`config.mk`:
```
export PLATFORM = sky130hd
export DESIGN_NAME = pgpc_unit
export DESIGN_NICKNAME = d
export VERILOG_FILES = /design/src/rtl/pgpc_pkg.sv /design/src/rtl/pgpc_sel.sv /design/src/rtl/pgpc_stack.sv /design/src/rtl/pgpc_shadow.sv /design/src/rtl/pgpc_unit.sv
export SDC_FILE = /design/constraint.sdc
export NUM_CORES = 1
export LEC_CHECK = 0
export CORE_MARGIN = 5
export CORE_UTILIZATION = 45
export CTS_CLUSTER_DIAMETER = 40
export DETAILED_ROUTE_END_ITERATION = 16
export GPL_TIMING_DRIVEN = 0
export PLACE_DENSITY_LB_ADDON = 0.25
export SYNTH_ARGS = -nofsm -noshare
export SYNTH_HDL_FRONTEND = slang
export SYNTH_SLANG_ARGS = --single-unit
export TNS_END_PERCENT = 50
```
`constraint.sdc`:
```
create_clock -name clk -period 4.5 [get_ports clk]
set_input_delay 1.35 -clock clk [delete_from_list [all_inputs] [get_ports clk]]
set_output_delay 1.35 -clock clk [all_outputs]
set_load 0.02 [all_outputs]
```
`src/rtl/pgpc_pkg.sv`:
```
package pgpc_pkg;

    // next-address source, chosen once per instruction cycle
    typedef enum logic [2:0] {
        SEL_HOLD = 3'd0,
        SEL_INC  = 3'd1,
        SEL_IRQ  = 3'd2,
        SEL_RET  = 3'd3,
        SEL_CALL = 3'd4,
        SEL_JMP  = 3'd5,
        SEL_MOV  = 3'd6,
        SEL_ADD  = 3'd7
    } pc_sel_e;

    // decoded flow-control strobes
    typedef struct packed {
        logic irq;
        logic ret;
        logic reti;
        logic call;
        logic jmp;
        logic ldpc;
        logic addpc;
    } strobe_t;

endpackage

```
`src/rtl/pgpc_sel.sv`:
```
module pgpc_sel
    import pgpc_pkg::*;
(
    input  logic    adv_i,
    input  strobe_t stb_i,
    output pc_sel_e sel_o
);

    always_comb begin
        sel_o = SEL_HOLD;
        if (adv_i) begin
            if (stb_i.irq)                      sel_o = SEL_IRQ;
            else if (stb_i.ret || stb_i.reti)   sel_o = SEL_RET;
            else if (stb_i.call)                sel_o = SEL_CALL;
            else if (stb_i.jmp)                 sel_o = SEL_JMP;
            else if (stb_i.ldpc)                sel_o = SEL_MOV;
            else if (stb_i.addpc)               sel_o = SEL_ADD;
            else                                sel_o = SEL_INC;
        end
    end

endmodule

```
`src/rtl/pgpc_stack.sv`:
```
module pgpc_stack #(
    parameter int DEPTH = 16,
    parameter int W     = 13
) (
    input  logic         clk,
    input  logic         rst_n,
    input  logic         push_i,
    input  logic         pop_i,
    input  logic [W-1:0] wdata_i,
    output logic [W-1:0] top_o
);

    localparam int PTR_W = (DEPTH > 1) ? $clog2(DEPTH) : 1;

    typedef struct packed {
        logic [PTR_W-1:0]          sp;
        logic [DEPTH-1:0][W-1:0]   mem;
    } stk_t;

    stk_t st_d, st_q;
    logic [PTR_W-1:0] rd_idx;

    // the slot just below the pointer is the top entry; wraps when empty
    assign rd_idx = st_q.sp - PTR_W'(1);
    assign top_o  = st_q.mem[rd_idx];

    always_comb begin
        st_d = st_q;
        if (push_i) begin
            st_d.mem[st_q.sp] = wdata_i;
            st_d.sp           = st_q.sp + PTR_W'(1);
        end else if (pop_i) begin
            st_d.sp = rd_idx;
        end
    end

    always_ff @(posedge clk) begin
        if (!rst_n) st_q <= '0;
        else        st_q <= st_d;
    end

endmodule

```
`src/rtl/pgpc_shadow.sv`:
```
module pgpc_shadow #(
    parameter int W = 8
) (
    input  logic         clk,
    input  logic         rst_n,
    input  logic         save_i,
    input  logic         restore_i,
    input  logic [W-1:0] acc_i,
    input  logic [W-1:0] status_i,
    input  logic [W-1:0] page_i,
    output logic         restore_o,
    output logic [W-1:0] acc_o,
    output logic [W-1:0] status_o,
    output logic [W-1:0] page_o
);

    typedef struct packed {
        logic [W-1:0] acc;
        logic [W-1:0] sts;
        logic [W-1:0] pg;
        logic         rst_pulse;
    } shd_t;

    shd_t sh_d, sh_q;

    always_comb begin
        sh_d           = sh_q;
        sh_d.rst_pulse = restore_i;
        if (save_i) begin
            sh_d.acc = acc_i;
            sh_d.sts = status_i;
            sh_d.pg  = page_i;
        end
    end

    always_ff @(posedge clk) begin
        if (!rst_n) sh_q <= '0;
        else        sh_q <= sh_d;
    end

    assign restore_o = sh_q.rst_pulse;
    assign acc_o     = sh_q.acc;
    assign status_o  = sh_q.sts;
    assign page_o    = sh_q.pg;

endmodule

```
`src/rtl/pgpc_unit.sv`:
```
module pgpc_unit
    import pgpc_pkg::*;
#(
    parameter int            PC_W      = 13,
    parameter int            LOW_W     = 10,
    parameter int            DATA_W    = 8,
    parameter int            STK_DEPTH = 16,
    parameter logic [12:0]   VECTOR    = 13'h0008
) (
    input  logic              clk,
    input  logic              rst_n,
    input  logic              adv_i,
    input  logic              irq_i,
    input  logic              ret_i,
    input  logic              reti_i,
    input  logic              call_i,
    input  logic              jmp_i,
    input  logic              ldpc_i,
    input  logic              addpc_i,
    input  logic [LOW_W-1:0]  tgt_i,
    input  logic [DATA_W-1:0] acc_i,
    input  logic [DATA_W-1:0] status_i,
    input  logic [DATA_W-1:0] page_i,
    output logic [PC_W-1:0]   pc_o,
    output logic              restore_o,
    output logic [DATA_W-1:0] sh_acc_o,
    output logic [DATA_W-1:0] sh_status_o,
    output logic [DATA_W-1:0] sh_page_o
);

    localparam int PAGE_W = PC_W - LOW_W;
    localparam int CLR_LO = DATA_W;   // first of the two bits cleared by computed writes

    typedef struct packed {
        logic [PC_W-1:0] pc;
    } pc_state_t;

    strobe_t         stb;
    pc_sel_e         sel;
    pc_state_t       st_d, st_q;
    logic [PC_W-1:0] stk_top;
    logic [PC_W-1:0] stk_wdata;
    logic [PC_W-1:0] pc_inc;
    logic [PC_W-1:0] pc_page;
    logic [PC_W-1:0] pc_mov;
    logic [PC_W-1:0] pc_add;
    logic            do_push;
    logic            do_pop;

    assign stb = '{irq: irq_i, ret: ret_i, reti: reti_i, call: call_i,
                   jmp: jmp_i, ldpc: ldpc_i, addpc: addpc_i};

    pgpc_sel u_sel (
        .adv_i (adv_i),
        .stb_i (stb),
        .sel_o (sel)
    );

    // candidate addresses
    always_comb begin
        pc_inc  = st_q.pc + PC_W'(1);
        pc_page = {page_i[PAGE_W-1:0], tgt_i};
        pc_mov  = {st_q.pc[PC_W-1:DATA_W], acc_i};
        pc_mov[CLR_LO +: 2] = 2'b00;
        pc_add  = st_q.pc + PC_W'(acc_i);
        pc_add[CLR_LO +: 2] = 2'b00;
    end

    assign do_push   = (sel == SEL_IRQ) || (sel == SEL_CALL);
    assign do_pop    = (sel == SEL_RET);
    assign stk_wdata = (sel == SEL_IRQ) ? st_q.pc : pc_inc;

    always_comb begin
        st_d = st_q;
        case (sel)
            SEL_INC:  st_d.pc = pc_inc;
            SEL_IRQ:  st_d.pc = VECTOR[PC_W-1:0];
            SEL_RET:  st_d.pc = stk_top;
            SEL_CALL: st_d.pc = pc_page;
            SEL_JMP:  st_d.pc = pc_page;
            SEL_MOV:  st_d.pc = pc_mov;
            SEL_ADD:  st_d.pc = pc_add;
            default:  st_d.pc = st_q.pc;
        endcase
    end

    always_ff @(posedge clk) begin
        if (!rst_n) st_q <= '0;
        else        st_q <= st_d;
    end

    pgpc_stack #(
        .DEPTH (STK_DEPTH),
        .W     (PC_W)
    ) u_stack (
        .clk     (clk),
        .rst_n   (rst_n),
        .push_i  (do_push),
        .pop_i   (do_pop),
        .wdata_i (stk_wdata),
        .top_o   (stk_top)
    );

    pgpc_shadow #(
        .W (DATA_W)
    ) u_shadow (
        .clk       (clk),
        .rst_n     (rst_n),
        .save_i    (sel == SEL_IRQ),
        .restore_i ((sel == SEL_RET) && reti_i),
        .acc_i     (acc_i),
        .status_i  (status_i),
        .page_i    (page_i),
        .restore_o (restore_o),
        .acc_o     (sh_acc_o),
        .status_o  (sh_status_o),
        .page_o    (sh_page_o)
    );

    assign pc_o = st_q.pc;

endmodule

```
==> impl_metrics.json <==
{
  "avgSynthCellArea_um2": 9.45,
  "die_x_um": 171,
  "netlist.area_leader.share": 0.430,
  "cts-resized-gates": 0,
  "yosysTopAreaCell": "dfxtp_1",
  "area_growth_pct": 21.2,
  "min_from": "u_shadow.status_o[3]",
  "setup_tns_ps": 0,
  "path_buf_inv": 7,
  "worstSetupEndpointType": "register",
  "ant_nets": 0,
  "crit_chain": "buf_4 -> buf_4 -> buf_4 -> inv_1 -> ha_1 -> buf_2 -> buf_4 -> buf_1 -> mux4_2 -> nand2_1 -> nand3_1 -> nand3_1 -> a31oi_1",
  "cp_slowest_cell": "buf_1",
  "cap_viol_max_count": 0,
  "syn_nets": 1290,
  "gp_routability_congestion": 0.972,
  "drtPass1Iterations": 7,
  "fp.dieH_um": 171,
  "insertion_delay_ps": 530,
  "cp.arrival_ps": 4560,
  "cts_hold_buf": 0,
  "ir_drop_v": 0.000295,
  "wirelength_um": 38400,
  "critical_path_peak_fanout": 10,
  "port_buffers": 80,
  "ys_types": 68,
  "finish.utilization": 0.556,
  "synth-main-ff-cell": "dfxtp_1",
  "tightest_slew_ps": 1220,
  "worstHoldEndpoint": "u_shadow.status_o[3]",
  "grt_max_degree": 14,
  "drc": 0,
  "grt_pass1_vias": 9780,
  "diodes": 0,
  "dr_total_vias": 10400,
  "worstHoldPathType": "reg -> reg",
  "yosysWarnings": 0,
  "synth_area_leaders": "dfxtp_1 43%, a211oi_1 10%, mux4_2 10%, nor2_1 6.8%, nand2_1 3.9%",
  "grt-ovfl-total": 0,
  "cp_common_cell": "buf_4",
  "p_per_area_nw_per_um2": 434,
  "num_io_pins": 82,
  "required_ps": 4880,
  "syn_area_um2": 11600,
  "path_delay_family": "buffers and inverters",
  "clock_sinks": 250,
  "critPathLaunchType": "register",
  "cts_inserted_buffers": 36,
  "max_freq_mhz": 239,
  "final_nets": 1408,
  "r2r-start": "u_stack.st_q[208]",
  "floorplan.initialDensity": 0.459,
  "worstSetupPathType": "reg -> reg",
  "min_period_ps": 4180,
  "layout-drive-gt1-share": 0.169,
  "cts.path.max_buffers": 3,
  "postSynth.asyncResetShare": 0,
  "grtUsageTotal": 0.259,
  "r2r_cells": 13,
  "grt_pass1_wl_um": 58400,
  "final.period_utilization": 0.930,
  "htree_levels": 2,
  "yosysSeqAreaShare": 0.430,
  "ys_ff_latch": 250,
  "cts_setup_buffers": 0,
  "maxSlewHeadroom": 0.186,
  "timing.critical_path.from": "u_stack.st_q[208]",
  "tritoncts": "done",
  "reg2reg_to": "pc_o[6]",
  "finalMaxSlewViolations": 0,
  "p_leak_uw": 0.00466,
  "finalHoldViolCount": 0,
  "wire_per_inst_um": 22.5,
  "die_area_um2": 29200,
  "cp.depth": 13,
  "final_cells": 1706,
  "synthesis.instances": 1231,
  "place_inst": 1641,
  "cts.reportedPaths.clkPinSlew_ps": 60,
  "outcome": "finished clean",
  "min_path_cells": 2,
  "rows": 58,
  "setup_viol": 0,
  "clock_skew_ps": 27.5,
  "antenna_found_initial": 0,
  "clockRootBuffer": "clkbuf_16",
  "reg2reg_slack_ps": 320,
  "dp_hpwl_um": 27100,
  "synth_edf_count": 0,
  "core_um2": 25300,
  "rsz0062_at_grt": "false",
  "drt_iter0_markers": 991,
  "viasPerCell": 6.09,
  "max_stage_delay_ps": 730
}
## metrics by stage
| stage | instance area [µm²] | hold slack (ps) | power [µW] | setup slack, ps |
|---|---|---|---|---|
| after floorplan | 11600 | 451 | 2920 | 1560 |
| after global placement | 12800 | 442 | 3250 | 315 |
| after detailed placement | 12800 | 447 | 3250 | 314 |
| after CTS | 14100 | 454 | 6130 | 324 |
| after global routing | 14100 | 476 | 6310 | 101 |
| final | 14100 | 451 | 6110 | 316 |
## worst max path at each step
stage / end
after global placement: u_stack.st_q[173]
after floorplan: pc_o[10]
after global routing: pc_o[6]
after CTS: pc_o[6]
after detailed placement: pc_o[6]
final: pc_o[6]
## placed cells by master, fill, tap and decap left out, drive strengths merged, types with 3 or more instances in the layout
cell type,Yosys,routed
a211o,3,3
a211oi,179,179
a21oi,62,62
a221oi,8,8
a22o,3,3
a31oi,6,6
and3,8,8
buf,62,62
bufinv,0,4
clkbuf,50,91
clkdlybuf4s50,0,80
clkinv,0,10
clkinvlp,0,3
dfxtp,250,250
ha,14,14
inv,3,10
mux2i,19,19
mux4,52,52
nand2,125,125
nand2b,3,3
nand3,30,30
nand3b,9,9
nand4,3,3
nor2,225,225
nor3,11,11
o211ai,5,5
o21ai,35,35
xnor2,17,17
xor2,12,12
## state kept, by name, summed over array words and instances, names as in the netlist
signal              count
u_shadow.restore_o      1
u_shadow.acc_o          8
u_stack.st_q          212
pc_o                   13
u_shadow.page_o         8
u_shadow.status_o       8
## Yosys cell counts, types with 10 or more instances
master    count
a21oi_1      53
o21ai_1      10
mux2i_1      19
xnor2_1      17
xor2_1       11
buf_2        43
dfxtp_1     250
nor2_1      212
a211oi_2     20
nand2_1     120
o21ai_0      25
mux4_2       52
a211oi_1    159
ha_1         14
nand3_1      29
clkbuf_1     50
nor2_2       13
## report_power, final
group / switching, µW / total, µW / internal (µW)
combinational: 580 / 897 / 318
clock: 1080 / 2890 / 1810
sequential: 45.7 / 2320 / 2280
total: 1710 / 6110 / 4400
## cells by family after synthesis
family          Yosys count  share of synthesized area
compound gates          321                      0.202
buf+inv                 115                     0.0459
mux                      72                      0.118
flops                   250                      0.430
fa+ha+maj                15                     0.0168
simple gates            429                      0.164
xor+xnor                 29                     0.0225
## layer usage
metal	GRT usage	up-vias	wire length [µm]
met4	0.0868	0	1290
met5	0	-	0
met2	0.415	498	17600
li1	-	4737	-
met1	0.355	5061	16200
met3	0.0481	89	3270
## tightest hold or removal path, cell delays in order (launching register included)
cell and delay [ps]:
dfxtp_1 300, nand2_1 50, a21oi_1 50
## layout make-up
cell class,instances,area (µm²)
fillers,2257,11200
multi-input cells,866,6090
flip-flops and latches,250,5000
clock buffers,41,971
repair buffers,80,801
plain buffers,112,523
well taps,330,413
clock inverters,24,275
inverters,3,11.3
(Power assumes the default switching activity.)
